--- config.mk ---
export PLATFORM = sky130hd
export DESIGN_NAME = byte_pack_dma
export DESIGN_NICKNAME = d
export VERILOG_FILES = /design/src/rtl/byte_pack_pkg.sv /design/src/rtl/bp_req_ctrl.sv /design/src/rtl/bp_gather.sv /design/src/rtl/bp_dst_ring.sv /design/src/rtl/byte_pack_dma.sv
export SDC_FILE = /design/constraint.sdc
export NUM_CORES = 1
export LEC_CHECK = 0
export ABC_AREA = 1
export CORE_AREA = 2 2 127 129
export CTS_CLUSTER_DIAMETER = 50
export DETAILED_ROUTE_END_ITERATION = 8
export DIE_AREA = 0 0 129 131
export DONT_BUFFER_PORTS = 1
export PLACE_DENSITY = 0.6
export REMOVE_ABC_BUFFERS = 1
export SLEW_MARGIN = 10
export SYNTH_ARGS = -nofsm -noshare
export SYNTH_HDL_FRONTEND = slang
export SYNTH_SLANG_ARGS = --single-unit
--- constraint.sdc ---
create_clock -name clk -period 5.26 [get_ports clk]
set_input_delay 0.789 -clock clk [delete_from_list [all_inputs] [get_ports clk]]
set_output_delay 0.789 -clock clk [all_outputs]
set_load 0.02 [all_outputs]
--- src/rtl/byte_pack_pkg.sv ---
package byte_pack_pkg;

  typedef enum logic [1:0] {
    ST_IDLE   = 2'd0,
    ST_GATHER = 2'd1,
    ST_PUSH   = 2'd2
  } bp_state_e;

endpackage

--- src/rtl/bp_req_ctrl.sv ---
module bp_req_ctrl #(
  parameter int IDW = 6
) (
  input  logic           clk,
  input  logic           rst_n,
  input  logic           done_valid,
  input  logic [IDW-1:0] done_idx,
  input  logic [IDW-1:0] trig_idx,
  input  logic           slot_free,
  output logic           want
);

  logic hit;
  logic pend_q;

  assign hit  = done_valid && (done_idx == trig_idx);
  assign want = hit || pend_q;

  // A request seen while the engine cannot take it is remembered once.
  always_ff @(posedge clk) begin
    if (!rst_n) begin
      pend_q <= 1'b0;
    end else if (slot_free) begin
      pend_q <= 1'b0;
    end else if (hit) begin
      pend_q <= 1'b1;
    end
  end

endmodule

--- src/rtl/bp_gather.sv ---
module bp_gather #(
  parameter int DW = 32,
  parameter int AW = 16,
  parameter int SW = 8
) (
  input  logic          clk,
  input  logic          rst_n,
  input  logic          start,
  input  logic [AW-1:0] base,
  input  logic [SW-1:0] stride,
  output logic          rd_en,
  output logic [AW-1:0] rd_addr,
  input  logic [DW-1:0] rd_data,
  output logic          word_done,
  output logic [DW-1:0] word
);

  localparam int ELEMS = DW / 8;
  localparam int LW    = $clog2(ELEMS);
  localparam int CNTW  = $clog2(ELEMS + 1);

  logic            active_q;
  logic [AW-1:0]   ptr_q;
  logic [CNTW-1:0] iss_q;
  logic [CNTW-1:0] rcv_q;
  logic            rv_q;
  logic [LW-1:0]   lane_q;
  logic [DW-1:0]   acc_q;
  logic            done_q;
  logic [7:0]      sel_byte;

  assign rd_en     = active_q && (iss_q != CNTW'(ELEMS));
  assign rd_addr   = ptr_q;
  assign sel_byte  = rd_data[{lane_q, 3'b000} +: 8];
  assign word_done = done_q;
  assign word      = acc_q;

  always_ff @(posedge clk) begin
    if (!rst_n) begin
      active_q <= 1'b0;
      ptr_q    <= '0;
      iss_q    <= '0;
      rcv_q    <= '0;
      rv_q     <= 1'b0;
      lane_q   <= '0;
      acc_q    <= '0;
      done_q   <= 1'b0;
    end else begin
      rv_q   <= rd_en;
      lane_q <= rd_addr[LW-1:0];
      done_q <= 1'b0;
      if (start) begin
        active_q <= 1'b1;
        ptr_q    <= base;
        iss_q    <= '0;
        rcv_q    <= '0;
        acc_q    <= '0;
      end else begin
        if (rd_en) begin
          ptr_q <= ptr_q + AW'(stride);
          iss_q <= iss_q + 1'b1;
        end
        if (rv_q) begin
          // Earlier bytes shift upward: first read ends in the top lane.
          acc_q <= {acc_q[DW-9:0], sel_byte};
          rcv_q <= rcv_q + 1'b1;
          if (rcv_q == CNTW'(ELEMS - 1)) begin
            active_q <= 1'b0;
            done_q   <= 1'b1;
          end
        end
      end
    end
  end

  // never more reads issued than a frame holds
  assert_read_count_R2: assert property (@(posedge clk) disable iff (!rst_n)
    rd_en |-> (iss_q < CNTW'(ELEMS)));

endmodule

--- src/rtl/bp_dst_ring.sv ---
module bp_dst_ring #(
  parameter int DW = 32,
  parameter int AW = 16,
  parameter int SW = 8,
  parameter int CW = 10
) (
  input  logic          clk,
  input  logic          rst_n,
  input  logic          fire,
  input  logic [AW-1:0] base,
  input  logic [SW-1:0] stride,
  input  logic [CW-1:0] ring_words,
  output logic [AW-1:0] addr,
  output logic          misaligned,
  output logic          wrap_pulse
);

  localparam int AL = $clog2(DW / 8);

  logic [AW-1:0] off_q;
  logic [CW-1:0] cnt_q;
  logic          last;
  logic          wrap_q;

  assign addr       = base + off_q;
  assign misaligned = (base[AL-1:0] != '0) || (stride[AL-1:0] != '0);
  assign last       = (ring_words == '0) ||
                      (({1'b0, cnt_q} + 1'b1) >= {1'b0, ring_words});
  assign wrap_pulse = wrap_q;

  always_ff @(posedge clk) begin
    if (!rst_n) begin
      off_q  <= '0;
      cnt_q  <= '0;
      wrap_q <= 1'b0;
    end else begin
      wrap_q <= fire && last;
      if (fire) begin
        if (last) begin
          off_q <= '0;
          cnt_q <= '0;
        end else begin
          off_q <= off_q + AW'(stride);
          cnt_q <= cnt_q + 1'b1;
        end
      end
    end
  end

  // a wrap flag only ever follows a completed write
  assert_wrap_after_write_R5: assert property (@(posedge clk) disable iff (!rst_n)
    wrap_pulse |-> $past(fire));

  // after a wrap the pointer sits at the base
  assert_wrap_to_base_R5: assert property (@(posedge clk) disable iff (!rst_n)
    wrap_pulse |-> (off_q == '0));

endmodule

--- src/rtl/byte_pack_dma.sv ---
module byte_pack_dma
  import byte_pack_pkg::*;
#(
  parameter int DW  = 32,
  parameter int AW  = 16,
  parameter int SW  = 8,
  parameter int IDW = 6,
  parameter int CW  = 10
) (
  input  logic           clk,
  input  logic           rst_n,
  input  logic [IDW-1:0] cfg_buf_id,
  input  logic [AW-1:0]  cfg_src_base,
  input  logic [SW-1:0]  cfg_src_stride,
  input  logic [AW-1:0]  cfg_dst_base,
  input  logic [SW-1:0]  cfg_dst_stride,
  input  logic [CW-1:0]  cfg_ring_words,
  input  logic           seq_done_valid,
  input  logic [IDW-1:0] seq_done_idx,
  output logic           src_rd_en,
  output logic [AW-1:0]  src_rd_addr,
  input  logic [DW-1:0]  src_rd_data,
  output logic           dst_wr_valid,
  input  logic           dst_wr_ready,
  output logic [AW-1:0]  dst_wr_addr,
  output logic [DW-1:0]  dst_wr_data,
  output logic           busy,
  output logic           wrap_pulse,
  output logic           align_err
);

  localparam int AL = $clog2(DW / 8);

  bp_state_e state_q;
  logic      fire;
  logic      slot_free;
  logic      want;
  logic      mis;
  logic      launch;
  logic      reject;
  logic      word_done;
  logic      err_q;

  assign fire      = (state_q == ST_PUSH) && dst_wr_ready;
  assign slot_free = (state_q == ST_IDLE) || fire;
  assign launch    = slot_free && want && !mis;
  assign reject    = slot_free && want && mis;

  assign dst_wr_valid = (state_q == ST_PUSH);
  assign busy         = (state_q != ST_IDLE);
  assign align_err    = err_q;

  bp_req_ctrl #(.IDW(IDW)) u_req (
    .clk        (clk),
    .rst_n      (rst_n),
    .done_valid (seq_done_valid),
    .done_idx   (seq_done_idx),
    .trig_idx   (cfg_buf_id),
    .slot_free  (slot_free),
    .want       (want)
  );

  bp_gather #(.DW(DW), .AW(AW), .SW(SW)) u_gather (
    .clk       (clk),
    .rst_n     (rst_n),
    .start     (launch),
    .base      (cfg_src_base),
    .stride    (cfg_src_stride),
    .rd_en     (src_rd_en),
    .rd_addr   (src_rd_addr),
    .rd_data   (src_rd_data),
    .word_done (word_done),
    .word      (dst_wr_data)
  );

  bp_dst_ring #(.DW(DW), .AW(AW), .SW(SW), .CW(CW)) u_ring (
    .clk        (clk),
    .rst_n      (rst_n),
    .fire       (fire),
    .base       (cfg_dst_base),
    .stride     (cfg_dst_stride),
    .ring_words (cfg_ring_words),
    .addr       (dst_wr_addr),
    .misaligned (mis),
    .wrap_pulse (wrap_pulse)
  );

  always_ff @(posedge clk) begin
    if (!rst_n) begin
      state_q <= ST_IDLE;
      err_q   <= 1'b0;
    end else begin
      if (reject) err_q <= 1'b1;
      unique case (state_q)
        ST_IDLE:   if (launch) state_q <= ST_GATHER;
        ST_GATHER: if (word_done) state_q <= ST_PUSH;
        ST_PUSH:   if (fire) state_q <= launch ? ST_GATHER : ST_IDLE;
        default:   state_q <= ST_IDLE;
      endcase
    end
  end

  // an offered word waits unchanged for the sink
  assert_hold_R8: assert property (@(posedge clk) disable iff (!rst_n)
    (dst_wr_valid && !dst_wr_ready) |=>
      (dst_wr_valid && $stable(dst_wr_data) && $stable(dst_wr_addr)));

  // every offered write lands on a word boundary
  assert_wr_aligned_R6: assert property (@(posedge clk) disable iff (!rst_n)
    dst_wr_valid |-> (dst_wr_addr[AL-1:0] == '0));

  // the error flag is sticky
  assert_err_sticky_R6: assert property (@(posedge clk) disable iff (!rst_n)
    align_err |=> align_err);

  // reads and the outgoing write never overlap
  assert_no_read_in_push_R2: assert property (@(posedge clk) disable iff (!rst_n)
    dst_wr_valid |-> !src_rd_en);

endmodule

=== Yosys cells after proc, flatten, opt, wreduce, memory -nomap -nowiden ===
Cells that the tools add are included.

* Word-level logic and storage cells: 71
* Bits in registers: 90

* Magnitude comparators: 1
* Equal/unequal tests: 8
* Add/subtract/negate cells: 7
* Muxes and demuxes: 13
* Bitwise gates (word level): 2
* Shift operators: 1
* Reductions and logical operators: 25

{| class="wikitable"
|+ Operators with widths
! kind !! count
|-
| $mux W16 || 3
|-
| $add A16 B8 Y16 || 2
|-
| $shiftx A32 B6 Y8 || 1
|-
| $add A16 B16 Y16 || 1
|-
| $reduce_bool A2 Y1 || 6
|-
| $add A10 B1 Y11 const B || 1
|-
| $ge A11 B10 Y1 || 1
|-
| $add A10 B1 Y10 const B || 1
|-
| $logic_not A10 Y1 || 1
|-
| $mux W10 || 1
|-
| $logic_and A1 B1 Y1 || 7
|-
| $add A3 B1 Y3 const B || 2
|-
| $eq A6 B6 Y1 || 1
|-
| $mux W2 || 3
|-
| $pmux W2 S3 || 1
|-
| $mux W1 || 5
|-
| $logic_or A1 B1 Y1 || 4
|-
| $ne A2 B1 Y1 const B || 2
|-
| $reduce_or A2 Y1 || 2
|-
| $eq A3 B2 Y1 const B || 1
|-
| $ne A3 B3 Y1 const B || 1
|-
| $reduce_and A3 Y1 || 1
|-
| $reduce_or A3 Y1 || 1
|-
| $eq A2 B1 Y1 const B || 1
|-
| other kinds (6) || 7
|}

=== Depth between registers and ports, before layout ===
Gate-level depths: netlist (run 1).

* Depth in word-level cells: 8
* Mapped depth: 18

=== Hierarchy ===
A second synthesis (run 1) with hierarchy kept.

* Cells, all modules: 913
* Area, all modules: 6227.2 um^2

{| class="wikitable"
|+ By module, submodules not included
! module !! area each (um^2) !! cells each !! sequential area each (um^2) !! instances
|-
| bp_gather || 3103.0 || 440 || 1181.1 || 1
|-
| bp_dst_ring || 2788.9 || 412 || 540.5 || 1
|-
| bp_req_ctrl || 180.2 || 40 || 20.0 || 1
|-
| byte_pack_dma || 155.1 || 21 || 60.1 || 1
|}

=== Worst setup path after synthesis (run 1) ===
Ideal clock, no wire load.

* Path type: in2out
* From: in cfg_dst_base[0]
* To: out dst_wr_addr[12]
* Setup slack: 2.012 ns
* Arrival time: 2.459 ns
* Data required time: 4.471 ns
* Stages on the path: 9
* Cells stage by stage: ha_1 > inv_1 > fa_1 > o21ai_0 > a21oi_1 > o21bai_1 > nand2_1 > nand2_1 > xor2_1

* Longest elaborated chain between the ends: 1

{| class="wikitable"
|+ Ends and longest elaborated chain
! item !! line !! RTL
|-
| start, declared || byte_pack_dma.sv:15 || <nowiki>input logic [AW-1:0] cfg_dst_base,</nowiki>
|-
| $add A16 B16 Y16 || bp_dst_ring.sv:25 || <nowiki>assign addr = base + off_q;</nowiki>
|-
| end, declared || byte_pack_dma.sv:25 || <nowiki>output logic [AW-1:0] dst_wr_addr,</nowiki>
|}

No other way between the ends.

=== Final worst setup path (run 1) ===
Ends and elaborated chain as after synthesis.

==> out/qor_table.md, run 1 <==
| Metric | This run |
|---|---|
| Startpoint type of the worst setup path | input pin |
| Highest-count cells in the layout ignoring fill and taps | nand2_1, inv_1, dfxtp_1, a21oi_1, nor2_1 |
| TritonCTS clock tree | built |
| Clock tree skew after final layout | 0.0113 ns |
| Vert. Die Dim | 131 um |
| Leakage | 2.98 nW |
| Routability congestion estimate from global placement | 0.837 |
| Start-to-end type of the worst setup path | in2out |
| Register bit total from synthesis | 90 |
| Diode insertion count for antenna repair | 0 |
| CORE AREA | 15600 um^2 |
| Number of placement rows | 46 |
| Timing-limited maximum frequency | 286 MHz |
| Clock-pin slew on the worst setup and hold paths | 0.07 ns |
| Mean Syn Cell Area | 6.61 um^2 |
| Crit end category | primary output |
| Combined global-route utilization of all metal layers | 17.4% |
| Critical path fanouts, max | 4 |
| Final number of hold-violating endpoints | 0 |
| Final HPWL from detailed placement | 11400 um |
| Clock insertion delay at the later pin of the skew report | 0.35 ns |
| Largest net degree at the start of global routing | 46 |
| Total number of vias | 5516 |
| Slew Limit Headroom | 42.0% |
| Count of buffers from port buffering | 0 |
| IR Drop Worst-Case VDD | 0.140 mV |
| Residual DRC | 0 |
| Yosys warns | 0 |
| GR Overflow Total | 0 |
| Number of enable-type register cells in the synthesized netlist | 0 |
| H-Tree Level Count | 3 |
| Hold path cells | 2 |
| Aggregate negative setup slack | 0 ns |
| Final std cell area, no fill | 6560 um^2 |
| Routed wire per std cell | 13.3 um |
| PD cells | 217 nW/um^2 |
| Post-layout net count | 1062 |
| Width of the chip | 129 um |
| Overall routed net length | 15000 um |
| Area Overhead vs Synth | 7.60% |
| Depth of the worst register-to-register path | 16 |
| Final max-slew violation count | 0 |
| P_int | 1.05 mW |
| CTS sink count | 90 |
| Number of distinct library cells after synthesis | 41 |
| # resized after CTS | 0 |
| CTS Root Cell | clkbuf_16 |
| Maximum count of clock buffers along a single path | 2 |
| Final setup fails | 0 |
| Share of async-settable or async-resettable flops after synthesis | 0% |
| Post-Syn Instances | 921 |
| Number of primary I/O pins | 175 |
| Count of filler cells inserted in the layout | 1707 |
| Outcome | finished clean |
| Max Cap Violations | 0 |
| Clock buffers created by TritonCTS | 9 |
| Primary flip-flop cell chosen by synthesis mapping | dfxtp_1 |
| Iteration-0 DRC count of the detailed router | 281 |
| Part of the Yosys area used for sequential elements | 29.6% |
| Router iterations before antenna repair | 4 |
| Syn Std Cell Area | 6090 um^2 |
| Post-placement cell area | 6250 um^2 |
| Hold-fix buffer count after cts | 0 |
| Data arrival time of the critical path | 2.70 ns |
| Part of the power in the clock network | 46.2% |
| RSZ-0062 raised after global routing | false |
| Most frequent standard cell in the layout excluding fill and tap cells | nand2_1 |
| Kind of path behind the tightest hold check | reg2reg |
| Number of nets with antenna violations after routing | 0 |
| Transition at the pin with the smallest max-transition slack | 0.869 ns |
| Post-CTS Setup Inserts | 0 |
| Combinational group share of total power | 5.9% |
| Die ar. | 16900 um^2 |
| First-pass GRT wire length | 23700 um |
| Via count normalized by instance count | 4.89 |
| Effective utilization at floorplan | 39.1% |
| Critical Path RT | 4.47 ns |
| Fraction of layout cells with a size suffix above 1 | 3.62% |
| Number of global-route vias before repair | 4784 |
| Share of the clock period used by the worst path | 66.4% |
| Number of antenna violations at the first check in global routing | 0 |
| Net switching power of the design | 377 uW |
| Worst hold margin | 0.469 ns |
| Sw Ratio | 26.5% |
| Total power | 1.42 mW |
| Shortest clock period the worst path allows after layout | 3.49 ns |
| Fraction of power consumed by sequential logic | 47.9% |
[area by class of cell]
cell class                 instances  area (um^2)  area share, %
clock buffer                       9          225           3.44
clock inverter                     7         78.8           1.20
inverter                         118          443           6.76
multi-input combinational        684         3710           56.5
sequential                        90         1800           27.5
tap                              216          270           4.12
timing repair buffer               4         30.0          0.458
[path summary, 6_finish.rpt]
path / slack, ns / to / from
worst min register to register: 0.47 / u_gather.rcv_q[1] / u_gather.rcv_q[1]
worst max-delay path: 1.77 / dst_wr_addr[12] / cfg_dst_base[0]
worst min-delay path: 0.47 / u_gather.rcv_q[1] / u_gather.rcv_q[1]
worst max register to register: 1.99 / u_ring.off_q[5] / u_ring.cnt_q[0]
[synth_stat cells (2+ instances only)]
cell	n	area (um^2)
buf_4	2	15.0
buf_1	3	11.3
o21bai_1	4	30.0
nor2_2	2	12.5
buf_6	2	22.5
o21a_1	2	15.0
nor2_1	87	327
buf_2	8	40.0
a21oi_1	89	445
mux2i_1	8	80.1
clkbuf_1	14	52.6
nand3_1	47	235
nand4_1	21	131
inv_1	115	432
dfxtp_1	90	1800
ha_1	46	576
o31ai_1	2	15.0
fa_1	3	60.1
nand3b_1	5	37.5
o21ai_1	2	10.0
o211ai_1	8	60.1
xnor2_1	11	96.3
nand2_1	264	991
a21o_1	4	30.0
xor2_1	23	201
nor3_1	8	40.0
o21ai_0	33	165
or2_2	4	25.0
inv_2	2	7.51
[sequential cells by signal, indices dropped and copies added, names as in the netlist]
signal and count:
u_gather.word 32, u_gather.rd_addr 16, u_ring.off_q 16, u_ring.cnt_q 10
u_gather.iss_q 3, u_gather.rcv_q 3, state_q 2, u_gather.lane_q 2
align_err 1, u_gather.active_q 1, u_gather.rv_q 1, u_gather.word_done 1
u_req.pend_q 1, u_ring.wrap_pulse 1
[worst max-delay path: stages]
cell and delay, ns:
ha_1 0.16, inv_1 0.06, fa_1 0.40, o21ai_0 0.31
a21oi_1 0.22, o21bai_1 0.24, nand2_1 0.08, nand2_1 0.07
xor2_1 0.38
[kinds of logic after synthesis]
kind of cell               share of synthesized area, %
xor gates and xnor gates                           4.89
DFF                                                29.6
adders and majority gates                          10.4
buffers and inverters                              9.59
muxes                                              1.31
and+or+nand+nor                                    30.7
AOI/OAI and AO/OA                                  13.5
[stage by stage]
stage,utilization (%),std cells,setup WS [ns]
2_1_floorplan,-,892,2.01
3_3_place_gp,40.1,1112,1.82
3_5_place_dp,40.1,1112,1.78
4_1_cts,42.0,1128,1.77
5_1_grt,42.0,1128,1.60
6_report,42.0,1128,1.77
[per-layer routing]
layer	vias to the layer above	routed length, um	GRT usage (%)
met4	0	154	4.60
li1	2954	-	-
met1	2405	7610	24.4
met5	-	0	0
met3	12	861	4.15
met2	145	6400	26.7
[power by group through the flow]
stage	Combinational (mW)	Sequential [mW]	Clock, mW
floorplan	0.0682	0.698	0
global route	0.0966	0.682	0.708
global placement	0.0835	0.698	0
CTS	0.0847	0.681	0.679
detailed placement	0.0843	0.698	0
finish	0.0842	0.682	0.657
Power figures use the tool's default switching activity.
==> run 2, diff against run 1 <==
--- a/config.mk
+++ b/config.mk
@@ -11,7 +11,7 @@
 export DETAILED_ROUTE_END_ITERATION = 8
 export DIE_AREA = 0 0 129 131
 export DONT_BUFFER_PORTS = 1
-export PLACE_DENSITY = 0.6
+export PLACE_DENSITY = 0.62
 export REMOVE_ABC_BUFFERS = 1
 export SLEW_MARGIN = 10
 export SYNTH_ARGS = -nofsm -noshare
==> constraint.sdc (replaced) <==
create_clock -name clk -period 2.9 [get_ports clk]
set_input_delay 0.435 -clock clk [delete_from_list [all_inputs] [get_ports clk]]
set_output_delay 0.435 -clock clk [all_outputs]
set_load 0.02 [all_outputs]
==> out/qor_table.md, run 2 (synthesis results as in run 1) <==
| Metric | This run | Delta |
|---|---|---|
| Flip-flop count of the largest register after layout | 32 | unchanged |
| Iteration-0 DRC count of the detailed router | 266 | was 281 |
| Effective utilization at floorplan | 39.1% | unchanged |
| Residual DRC | 0 | unchanged |
| Start-to-end type of the worst setup path | reg2out | was in2out |
| Slew Limit Headroom | 42.3% | was 42.0% |
| Largest net degree at the start of global routing | 45 | was 46 |
| Crit end category | primary output | unchanged |
| Fraction of layout cells with a size suffix above 1 | 5.19% | was 3.62% |
| Final setup fails | 0 | unchanged |
| Timing-limited maximum frequency | 363 MHz |  |
| Cells along the critical path | ha_1, inv_1, fa_1, o21ai_2, a21oi_2, o21bai_1, nand2_1, nand2_1, xor2_1, buf_4 | was ha_1, inv_1, fa_1, o21ai_0, a21oi_1, o21bai_1, nand2_1, nand2_1, xor2_1 |
| Combined global-route utilization of all metal layers | 17.1% | was 17.4% |
| Min setup slack post-route | 0.143 ns | was 1.77 ns |
| Transition at the pin with the smallest max-transition slack | 0.865 ns | was 0.869 ns |
| Most frequent cell on the critical path | nand2_1 | unchanged |
| Most frequent standard cell in the layout excluding fill and tap cells | nand2_1 | unchanged |
| Data arrival time of the critical path | 2.32 ns | was 2.70 ns |
| CTS sink count | 90 | unchanged |
| Routability congestion estimate from global placement | 0.836 | was 0.837 |
| Post-layout net count | 1074 | was 1062 |
| Number of global-route vias before repair | 4811 | was 4784 |
| Max Cap Violations | 0 | unchanged |
| Clock tree skew after final layout | 0.00982 ns | was 0.0113 ns |
| Internal reg-to-reg setup slack | 0.29 ns | was 1.99 ns |
| CORE AREA | 15600 um^2 | unchanged |
| Number of nets with antenna violations after routing | 0 | unchanged |
| Diode insertion count for antenna repair | 0 | unchanged |
| Worst hold start | rst_n | was u_gather.rcv_q[1] |
| Fraction of power consumed by sequential logic | 46.6% | was 47.9% |
| RSZ-0062 raised after global routing | true | was false |
| Startpoint type of the worst setup path | flip-flop | was input pin |
| Overall routed net length | 15100 um | was 15000 um |
| Slowest stage delay, CP | 0.42 ns | was 0.40 ns |
| IR Drop Worst-Case VDD | 0.250 mV | was 0.140 mV |
| Worst hold margin | 0.187 ns | was 0.469 ns |
| Startpoint of the worst register-to-register path | u_ring.cnt_q[1] | was u_ring.cnt_q[0] |
| Net switching power of the design | 672 uW | was 377 uW |
| PD cells | 398 nW/um^2 | was 217 nW/um^2 |
| Worst-case setup slack after placement | 0.165 ns | was 1.78 ns |
| H-Tree Level Count | 3 | unchanged |
| Count of buffers from port buffering | 0 | unchanged |
| Sw Ratio | 25.3% | was 26.5% |
| Outcome | finished clean | unchanged |
| Critical Path RT | 2.47 ns | was 4.47 ns |
| Cell with the biggest individual delay on the critical path | fa_1 | unchanged |
| Clock buffers created by TritonCTS | 9 | unchanged |
| P_int | 1.98 mW | was 1.05 mW |
| First-pass GRT wire length | 23400 um | was 23700 um |
| Router iterations before antenna repair | 4 | unchanged |
| Placed Cells incl. Taps | 1124 | was 1112 |
| Clock insertion delay at the later pin of the skew report | 0.35 ns | about the same |
| TritonCTS clock tree | built | unchanged |
| Number of primary I/O pins | 175 | unchanged |
| Via count normalized by instance count | 4.88 | was 4.89 |
| CTS Root Cell | clkbuf_16 | unchanged |
| Maximum count of clock buffers along a single path | 2 | unchanged |
| Kind of path behind the tightest hold check | in2reg | was reg2reg |
| Combinational group share of total power | 6.0% | was 5.9% |
| Post-CTS Setup Inserts | 0 | unchanged |
| Non-Filler Instances | 1140 | was 1128 |
| Clock-pin slew on the worst setup and hold paths | 0.08 ns | was 0.07 ns |
| First element of the critical path | u_ring.off_q[0] | was cfg_dst_base[0] |
| Final max-slew violation count | 0 | unchanged |
| Critical path fanouts, max | 4 | unchanged |
| Part of the power in the clock network | 47.4% | was 46.2% |
| Vert. Die Dim | 131 um | unchanged |
| Shortest clock period the worst path allows after layout | 2.76 ns |  |
| Number of placement rows | 46 | unchanged |
| Area Overhead vs Synth | 9.47% | was 7.60% |
| Final HPWL from detailed placement | 11500 um | was 11400 um |
| Share of the clock period used by the worst path | 95.1% |  |
| Number of antenna violations at the first check in global routing | 0 | unchanged |
| Final number of hold-violating endpoints | 0 | unchanged |
| Share of the core filled with cells | 42.8% | was 42.0% |
| GR Overflow Total | 0 | unchanged |
| Total number of vias | 5568 | was 5516 |
| Die ar. | 16900 um^2 | unchanged |
| Total power | 2.65 mW | was 1.42 mW |
| Leakage | 3.05 nW | was 2.98 nW |
| Width of the chip | 129 um | unchanged |
| Routed wire per std cell | 13.2 um | was 13.3 um |
| Highest-count cells in the layout ignoring fill and taps | nand2_1, inv_1, dfxtp_1, a21oi_1, nor2_1 | unchanged |
## run 2: cell type report
class,count,area (um^2)
timing repair buffer,16,120
fill,1666,8930
sequential,90,1800
inverter,118,443
clock buffer,9,225
multi-input combinational,684,3720
clock inverter,7,92.6
tap,216,270
## run 2: per-layer routing
| layer | vias to the layer above | track usage, % | share of wire, % |
|---|---|---|---|
| met5 | - | 0 | 0 |
| met4 | 0 | 4.09 | 1.1 |
| met3 | 12 | 4.76 | 5.9 |
| met2 | 143 | 26.4 | 44 |
| met1 | 2443 | 23.8 | 49 |
| li1 | 2970 | - | - |
## run 2: path summary, 6_finish.rpt
path,to,cells after the start
setup reg to reg,u_ring.off_q[6],16
hold reg to reg,u_gather.rcv_q[1],2
hold / removal,u_gather.lane_q[0],2
setup / recovery,dst_wr_addr[12],10
## run 2: worst max-delay path, delay by kind of cell (launching register included)
kind            cells  cell delay (ns)
compound gates      3             0.53
xor+xnor            1             0.14
fa+ha+maj           2             0.60
buf+inv             2             0.21
flops               1             0.36
simple gates        2             0.14
## run 2: repair_timing
action / CTS / global route
hold buffers: 0 / 0
pin swaps: 0 / 0
setup endpoints to repair: 2 / 13
resized for setup: 1 / 3
## run 2: per-stage QoR
step,cell area (um^2),setup TNS [ns]
after floorplan,5950,0
after detailed placement,6340,0
final,6670,0
after global routing,6670,-0.0354
after global placement,6340,0
after CTS,6660,0
## run 2: power by group through the flow
stage | combinational, mW | sequential (mW) | clock, mW
6_report | 0.160 | 1.24 | 1.26
3_5_place_dp | 0.159 | 1.27 | 0
4_1_cts | 0.160 | 1.24 | 1.29
5_1_grt | 0.183 | 1.24 | 1.35
3_3_place_gp | 0.159 | 1.27 | 0
2_1_floorplan | 0.124 | 1.27 | 0
==> run 3, diff against run 2 <==
--- a/config.mk
+++ b/config.mk
@@ -12,7 +12,6 @@
 export DIE_AREA = 0 0 129 131
 export DONT_BUFFER_PORTS = 1
 export PLACE_DENSITY = 0.62
-export REMOVE_ABC_BUFFERS = 1
 export SLEW_MARGIN = 10
 export SYNTH_ARGS = -nofsm -noshare
 export SYNTH_HDL_FRONTEND = slang
==> out/qor_table.md, run 3 (synthesis results as in run 1) <==
| Metric | This run | Delta |
|---|---|---|
| Internal reg-to-reg setup slack | 0.31 ns | was 0.29 ns |
| Slew Limit Headroom | 44.7% | was 42.3% |
| Number of global-route vias before repair | 5033 | was 4811 |
| Final number of hold-violating endpoints | 0 | unchanged |
| Cells along the critical path | ha_1, inv_1, fa_1, o21ai_2, a21oi_2, o21bai_1, nand2_1, nand2_1, xor2_1, buf_4 | unchanged |
| Max Cap Violations | 0 | unchanged |
| Clock insertion delay at the later pin of the skew report | 0.34 ns | was 0.35 ns |
| Post-layout net count | 1071 | was 1074 |
| Router iterations before antenna repair | 5 | was 4 |
| Flip-flop count of the largest register after layout | 32 | unchanged |
| Cell with the biggest individual delay on the critical path | fa_1 | unchanged |
| Share of the clock period used by the worst path | 94.1% | was 95.1% |
| Critical path fanouts, max | 4 | unchanged |
| Grt peak-use layer | met2 | unchanged |
| CTS Root Cell | clkbuf_16 | unchanged |
| Non-Filler Instances | 1137 | was 1140 |
| Fraction of layout cells with a size suffix above 1 | 4.99% | was 5.19% |
| Clock-pin slew on the worst setup and hold paths | 0.06 ns | was 0.08 ns |
| H-Tree Level Count | 3 | unchanged |
| Clock buffers created by TritonCTS | 9 | unchanged |
| Crit end category | primary output | unchanged |
| Worst hold start | rst_n | unchanged |
| Highest-count cells in the layout ignoring fill and taps | nand2_1, inv_1, dfxtp_1, a21oi_1, nor2_1 | unchanged |
| CTS sink count | 90 | unchanged |
| Diode insertion count for antenna repair | 0 | unchanged |
| Routed wire per std cell | 13.4 um | was 13.2 um |
| Effective utilization at floorplan | 39.1% | unchanged |
| Aggregate negative setup slack | 0 ns | unchanged |
| Die ar. | 16900 um^2 | unchanged |
| Synthesized Nets | 1076 |  |
| Hold path cells | 2 | unchanged |
| Overall routed net length | 15300 um | was 15100 um |
| Placed Cells incl. Taps | 1121 | was 1124 |
| PD cells | 387 nW/um^2 | was 398 nW/um^2 |
| Iteration-0 DRC count of the detailed router | 249 | was 266 |
| Start-to-end type of the worst setup path | reg2out | unchanged |
| Width of the chip | 129 um | unchanged |
| First-pass GRT wire length | 24600 um | was 23400 um |
| Startpoint of the worst register-to-register path | u_ring.cnt_q[1] | unchanged |
| Count of buffers from port buffering | 0 | unchanged |
| Timing-limited maximum frequency | 367 MHz | was 363 MHz |
| Outcome | finished clean | unchanged |
| Total power | 2.57 mW | was 2.65 mW |
| Critical Path RT | 2.47 ns | about the same |
| Number of nets with antenna violations after routing | 0 | unchanged |
| Total number of vias | 5573 | was 5568 |
| Most frequent standard cell in the layout excluding fill and tap cells | nand2_1 | unchanged |
| Final setup fails | 0 | unchanged |
| Vert. Die Dim | 131 um | unchanged |
| Depth of the worst register-to-register path | 17 | was 16 |
| Transition at the pin with the smallest max-transition slack | 0.828 ns | was 0.865 ns |
| Met2 Usage GRT | 29.8% | was 26.4% |
| Capture instance of the worst register-to-register path | u_ring.off_q[11] | was u_ring.off_q[6] |
| Final HPWL from detailed placement | 11600 um | was 11500 um |
| Area Overhead vs Synth | 8.91% | was 9.47% |
| CORE AREA | 15600 um^2 | unchanged |
| Final max-slew violation count | 0 | unchanged |
| Largest net degree at the start of global routing | 45 | unchanged |
| Combined global-route utilization of all metal layers | 18.1% | was 17.1% |
| Clock tree skew after final layout | 0.00940 ns | was 0.00982 ns |
| Number of primary I/O pins | 175 | unchanged |
| Number of antenna violations at the first check in global routing | 0 | unchanged |
| Hold-fix buffer count after cts | 0 | unchanged |
| Startpoint type of the worst setup path | flip-flop | unchanged |
| Post-CTS Setup Inserts | 0 | unchanged |
| TritonCTS clock tree | built | unchanged |
| Shortest clock period the worst path allows after layout | 2.73 ns | was 2.76 ns |
| Slowest stage delay, CP | 0.41 ns | was 0.42 ns |
| Maximum count of clock buffers along a single path | 2 | unchanged |
| Via count normalized by instance count | 4.90 | was 4.88 |
| Routing usage on met3 | 4.64% | was 4.76% |
| GR Overflow Total | 0 | unchanged |
| RSZ-0062 raised after global routing | false | was true |
| Data arrival time of the critical path | 2.29 ns | was 2.32 ns |
| Leakage | 3.03 nW | was 3.05 nW |
| Met1 usage | 23.4% | was 23.8% |
| IR Drop Worst-Case VDD | 0.289 mV | was 0.250 mV |
| Most frequent cell on the critical path | nand2_1 | unchanged |
| Number of placement rows | 46 | unchanged |
| Kind of path behind the tightest hold check | in2reg | unchanged |
| Routability congestion estimate from global placement | 0.854 | was 0.836 |
| Residual DRC | 0 | unchanged |
| Hold endpoint | u_gather.lane_q[0] | unchanged |
## run 3: changes by cell type in the layout (fill, tap and decap cells not counted), sizes merged
cell / previous run / this run
clkinv: 3 / 5
inv: 121 / 118
clkbuf: 9 / 10
buf: 16 / 13
## run 3: power by group
group	leakage, nW	internal (mW)	switching [mW]	total (mW)
sequential	0.725	1.24	0.00117	1.24
combinational	2.16	0.0533	0.105	0.158
clock	0.147	0.671	0.502	1.17
total	3.03	1.96	0.608	2.57
## run 3: how the worst max path moves through the flow
stage                             endpoint  slack, ns             from  depth (start not counted)
after floorplan            dst_wr_addr[12]       0.36  cfg_dst_base[0]                          9
after global placement     u_ring.off_q[9]       0.24  u_ring.cnt_q[1]                         16
after detailed placement   u_ring.off_q[4]       0.13  u_ring.cnt_q[1]                         16
after CTS                  dst_wr_addr[12]       0.05  u_ring.off_q[1]                          9
after global routing      u_ring.off_q[11]       0.02  u_ring.cnt_q[1]                         17
final                      dst_wr_addr[12]       0.17  u_ring.off_q[0]                         10
## run 3: layout make-up
type | instances | area [um^2]
clock inverter | 6 | 66.3
timing repair buffer | 13 | 97.6
sequential | 90 | 1800
inverter | 118 | 443
fill | 1679 | 8960
multi-input combinational | 684 | 3730
tap | 216 | 270
clock buffer | 10 | 229
## run 3: routing by layer
metal  vias to the layer above  part of all wire, %  routed length (um)
met5                         -                    0                   0
met4                         0                  1.3                 192
met3                        15                  7.4                1130
met2                       161                   46                6970
met1                      2445                   46                6950
li1                       2952                    -                   -
## run 3: what timing repair did
action | in CTS | in global routing
gates resized for setup | 1 | 6
endpoints found under the setup margin | 2 | 14
pin swaps | 0 | 2
## run 3: through the flow
stage	hold slack [ns]	setup slack [ns]	utilization (%)	cell area (um^2)
floorplan	0.445	0.360	-	6090
global placement	0.454	0.237	40.5	6320
detailed placement	0.460	0.131	40.5	6320
CTS	0.186	0.0507	42.4	6610
global route	0.197	0.0158	42.5	6640
finish	0.206	0.172	42.5	6640
## run 3: critical path: cells and delay by family, from the launching register on
kind            cells  cell delay (ns)
fa+ha+maj           2             0.59
xor+xnor            1             0.14
compound gates      3             0.52
flops               1             0.36
simple gates        2             0.14
buf+inv             2             0.20
